`src/rtl/paged_ea_gen.sv`:
```
module paged_ea_gen #(
  parameter int LA_W = 20,
  parameter int PG_W = 6,
  parameter int DW   = 32,
  localparam int PA_W = LA_W + PG_W
) (
  input  logic            clk,
  input  logic            rst_n,
  input  logic            start,
  input  logic [1:0]      mode,
  input  logic [LA_W-1:0] addr_field,
  input  logic [DW-1:0]   index_val,
  input  logic [PG_W-1:0] page,
  output logic            mem_req,
  output logic [PA_W-1:0] mem_addr,
  input  logic            mem_ready,
  input  logic [DW-1:0]   mem_rdata,
  output logic            busy,
  output logic            done,
  output logic [PA_W-1:0] pa
);
  typedef enum logic [1:0] {S_IDLE, S_FETCH, S_DONE} st_t;

  st_t             st;
  logic [LA_W-1:0] la;
  logic [PG_W-1:0] pg;

  wire [LA_W-1:0] sum = addr_field + index_val[LA_W-1:0];
  wire unused_hi = ^{index_val[DW-1:LA_W], mem_rdata[DW-1:LA_W]};

  always_ff @(posedge clk) begin
    if (!rst_n) begin
      st <= S_IDLE;
      la <= '0;
      pg <= '0;
    end else begin
      case (st)
        S_IDLE: if (start) begin
          pg <= page;
          la <= mode[1] ? sum : addr_field;
          st <= mode[0] ? S_FETCH : S_DONE;
        end
        S_FETCH: if (mem_ready) begin
          la <= mem_rdata[LA_W-1:0];
          st <= S_DONE;
        end
        S_DONE:  st <= S_IDLE;
        default: st <= S_IDLE;
      endcase
    end
  end

  assign pa       = {pg, la};
  assign mem_addr = {pg, la};
  assign mem_req  = (st == S_FETCH);
  assign done     = (st == S_DONE);
  assign busy     = (st != S_IDLE);
endmodule

```
`config.mk`:
```
export PLATFORM = sky130hd
export DESIGN_NAME = paged_ea_gen
export DESIGN_NICKNAME = d
export VERILOG_FILES = /design/src/rtl/paged_ea_gen.sv
export SDC_FILE = /design/constraint.sdc
export NUM_CORES = 1
export LEC_CHECK = 0
export ABC_AREA = 1
export BUFFER_PORTS_ARGS = -buffer_cell sky130_fd_sc_hd__buf_4
export CAP_MARGIN = 20
export CELL_PAD_IN_SITES_DETAIL_PLACEMENT = 0
export CELL_PAD_IN_SITES_GLOBAL_PLACEMENT = 1
export CORE_MARGIN = 10
export CORE_UTILIZATION = 32
export CTS_CLUSTER_DIAMETER = 150
export DETAILED_ROUTE_END_ITERATION = 10
export PLACE_DENSITY_LB_ADDON = 0.1
export SETUP_SLACK_MARGIN = 0.4
export SYNTH_ARGS = -nofsm -noshare
export SYNTH_HDL_FRONTEND = slang
export SYNTH_SLANG_ARGS = --single-unit
```
`constraint.sdc`:
```
create_clock -name clk -period 3.5 [get_ports clk]
set_clock_uncertainty 0.2 [all_clocks]
set_input_delay 0.7 -clock clk [delete_from_list [all_inputs] [get_ports clk]]
set_output_delay 0.7 -clock clk [all_outputs]
set_load 0.03 [all_outputs]
```
### After elaboration in Yosys (flattened, before gate mapping)

Index checks and enable logic that the tools add are counted.

* add/subtract/negate cells: 1
* eq/ne operators: 4
* multiplexer cells: 8
* reductions and logical operators: 6

Operators with widths (number)
* $mux W20: 3
* $pmux W20 S2: 1
* $add A20 B20 Y20: 1
* $mux W2: 3
* $pmux W2 S2: 1
* $reduce_and A2 Y1: 2
* $reduce_bool A2 Y1: 2
* $reduce_and A3 Y1: 1
* $eq A2 B1 Y1 const B: 1
* $eq A2 B2 Y1 const B: 1
* $logic_not A2 Y1: 1
* $ne A2 B1 Y1 const B: 1
* $ne A2 B2 Y1 const B: 1

* flip-flop bits (word level): 28
* input port bits: 96
* output and inout port bits: 55
* logic and storage cells: 22

### Logic depth before layout (Yosys ltp)

* depth in word-level cells: 4
* gate-level depth with buffers: 16
* gate-level depth less buffers: 16

### Worst setup path before layout

Ideal clock, no wire load.

* path type: input to register
* start: input port addr_field[0]
* end: register la[16]
* setup time: 0.112 ns
* arrival time: 2.006 ns
* data required time: 3.188 ns
* slack: 1.181 ns
* cell stages on the path: 15
* path buffers: 0
* cells stage by stage: ha_1 -> inv_1 -> fa_1 -> inv_1 -> nand3_1 -> nand3_2 -> nand2_1 -> nand2_2 -> nand3_1 -> nand2_1 -> nand2_1 -> nand3_1 -> nand2_1 -> nand2_1 -> nand2_1

* longest elaborated chain between the ends: 4

Ends and longest elaborated chain
* start: declaration: line 11 `input logic [LA_W-1:0] addr_field,`
* $add A20 B20 Y20: line 28 `wire [LA_W-1:0] sum = addr_field + index_val[LA_W-1:0];`
* $mux W20: line 40 `la <= mode[1] ? sum : addr_field;`
* $mux W20: line 38 `S_IDLE: if (start) begin`
* $pmux W20 S2: line 37 `case (st)`
* end signal: assignment: line 40
* end signal: assignment: line 44 `la <= mem_rdata[LA_W-1:0];`
* end: declaration: line 25 `logic [LA_W-1:0] la;`

Every way passes these cells. The select of a mux whose other input is x is not followed.
A chain may end at the register's enable or synchronous reset.

### Final worst setup path

Same ends and word-level chain as after synthesis.

==> results.toml <==
[grt]
grt_pass1_vias = 3013
grt-ovfl-total = 0
grt_max_degree = 22
use_met2_pct = 23.0
grt.busiest_layer = "met2"
grt_pass1_wl_um = 15300
grt_use_met3_pct = 3.17
grt.total_usage_pct = 14.4
met1_usage_pct = 19.2
grt_antenna_before_repair = 0

[timing]
rsz0062_at_grt = "false"
max_slew_margin_pct = 56.8
hold_violations = 0
drv_slew = 0
min_period_ps = 2310
hold_ws_ps = 273
max_freq_mhz = 432
tns_ps = 0
timing.final.crit_share_pct = 66.1
setup_viol = 0
tightestPinTransition_ps = 648

[setup_path]
end_kind = "flop"
crit_path_start_kind = "input port"
cp_slowest_cell = "fa_1"
cp_data_arrival_time_ps = 2300
worst-setup-path-type = "input port to flop"
ff2ff_setup_slack_ps = 1340
r2r_start = "st[0]$_SDFFE_PN0P_"
path_common_cell = "nand2_1"
cpPeakStageDelay_ps = 390
r2r.worst_path.cells = 7
reg2reg_to = "la[2]$_SDFFE_PN0P_"
path_cells = "buf_4 > ha_1 > inv_1 > fa_1 > inv_1 > nand3_1 > nand3_2 > nand2_1 > nand2_2 > nand3_1 > nand2_1 > nand2_1 > nand3_1 > nand2_1 > nand2_1 > nand2_1"
cp.required_ps = 3480
crit_fanout = 4

[detailed_routing]
first_pass_iters = 4
via_count = 3050
ant_nets = 0
routed_wl_um = 9570
drt_iter0_drc = 106
wl_per_cell_um = 14.5
vias_per_cell = 4.62
route.detailed.drc = 0

[pwr]
power_density_nw_per_um2 = 332
p_leak_nw = 2.02
ir_drop_mv = 0.168

[min_path]
whs_endpoint = "la[5]$_SDFFE_PN0P_"
hold_start = "la[5]$_SDFFE_PN0P_"
hp-class = "flop to flop"
holdPathStages = 2

[logic_synthesis]
ys_ff_latch = 28
ys_types = 33
postSynthAreaPerCell_um2 = 6.03
syn_inst = 460
synth_warnings = 0
synth_fp_nets = 576
synth_area_um2 = 2770
seq_area_frac_synth_pct = 20.2

[finish]
final_cell_mix = "141 x nand2_1, 128 x buf_4, 52 x nor2_1"
n_antenna_cell = 0
area_growth_syn_to_layout_pct = 32.0
drive_gt1_share_pct = 29.2
fin_nets = 673
final_common_cell = "nand2_1"

[clock_network]
clk_latency_ps = 270
clock_sinks = 28
root_buffer = "clkbuf_8"
cts_buffers = 3
path_clk_slew_ps = 90
clock_path_buffers = 2
cts_tree = "done"
postCtsResizedCells = 0
hold_buffers = 0
cts_setup_buffers = 0
h-tree-depth = 1

[floorplanning]
fp.dieW_um = 113
dieArea_um2 = 12800
dieHeight_um = 113
initial_core_util_pct = 33.3
fp.coreArea_um2 = 8340
boundaryPins = 151
rows = 33

[status]
status = "finished clean"

[flow_run]
cap_viol_max_count = 0

[place]
io_buffers = 126
routabilityCongestion = 0.782
dp_hpwl_um = 8120
where the power goes:
part           total, mW  switching [mW]  leakage, nW  internal, mW
sequential         0.381          0.0272        0.231         0.354
clock              0.175          0.0976       0.0216        0.0774
combinational      0.660           0.408         1.76         0.252
routing by layer:
layer | vias to the layer above | routed length [um]
li1 | 1646 | -
met3 | 5 | 629
met4 | 0 | 76
met2 | 79 | 4190
met1 | 1320 | 4680
met5 | - | 0
Yosys cell counts (all sizes together):
master,n,area [um2]
nand2,154,611
nor2,58,233
inv,45,169
nand3,34,190
buf,32,230
a21oi,30,165
dfxtp,28,561
o21ai,27,135
ha,19,238
o211ai,6,45.0
clkbuf,4,15.0
nand3b,3,22.5
nand4,3,18.8
or2,3,18.8
xnor2,3,26.3
xor2,3,26.3
a32o,1,10.0
and2,1,6.26
fa,1,20.0
nor3,1,5.00
nor4,1,6.26
o21bai,1,7.51
o22ai,1,6.26
o32ai,1,8.76
final cells by class:
class	instances	area [um2]
fill	944	4680
multi-input combinational	351	1800
clock buffer	3	41.3
sequential	28	561
tap	105	131
inverter	45	169
timing repair buffer	128	961
worst max path at each step:
stage | slack [ps] | depth (start not counted) | end | startpoint
after detailed placement | 890 | 16 | la[16]$_SDFFE_PN0P_ | addr_field[0]
after floorplan | 1180 | 15 | la[16]$_SDFFE_PN0P_ | addr_field[0]
after global routing | 920 | 16 | la[16]$_SDFFE_PN0P_ | addr_field[0]
after global placement | 900 | 16 | la[16]$_SDFFE_PN0P_ | addr_field[0]
final | 1190 | 16 | la[16]$_SDFFE_PN0P_ | addr_field[0]
after CTS | 1190 | 16 | la[16]$_SDFFE_PN0P_ | addr_field[0]
sequential cells by signal, summed over array words and instances (netlist names):
name,count
la,20
pg,6
st,2
logic make-up (layout without fill, tap and decap cells):
family                   Yosys count  after routing  share of synthesized area (%)
AO/OA/AOI/OAI                     67             67                           13.6
XOR/XNOR                           6              6                           1.89
adder cells (fa/ha/maj)           20             20                           9.29
buffers and inverters             81            176                           14.9
flip-flops                        28             28                           20.2
AND/OR/NAND/NOR                  258            258                           40.1
per-stage QoR:
stage / area [um2] / utilization, % / std cells / worst slack (ps) / total power [mW]
2_1_floorplan: 2770 / - / 460 / 1180 / 0.842
3_3_place_gp: 3620 / 43.4 / 657 / 902 / 1.05
3_5_place_dp: 3620 / 43.4 / 657 / 891 / 1.05
4_1_cts: 3660 / 43.9 / 660 / 1190 / 1.23
5_1_grt: 3660 / 43.9 / 660 / 916 / 1.31
6_report: 3660 / 43.9 / 660 / 1190 / 1.22
worst max-delay path: cells and delay by family:
| family | cells | cell delay [ps] |
|---|---|---|
| AND/OR/NAND/NOR | 11 | 750 |
| adder cells (fa/ha/maj) | 2 | 560 |
| buffers and inverters | 3 | 260 |
(Power assumes the default switching activity.)
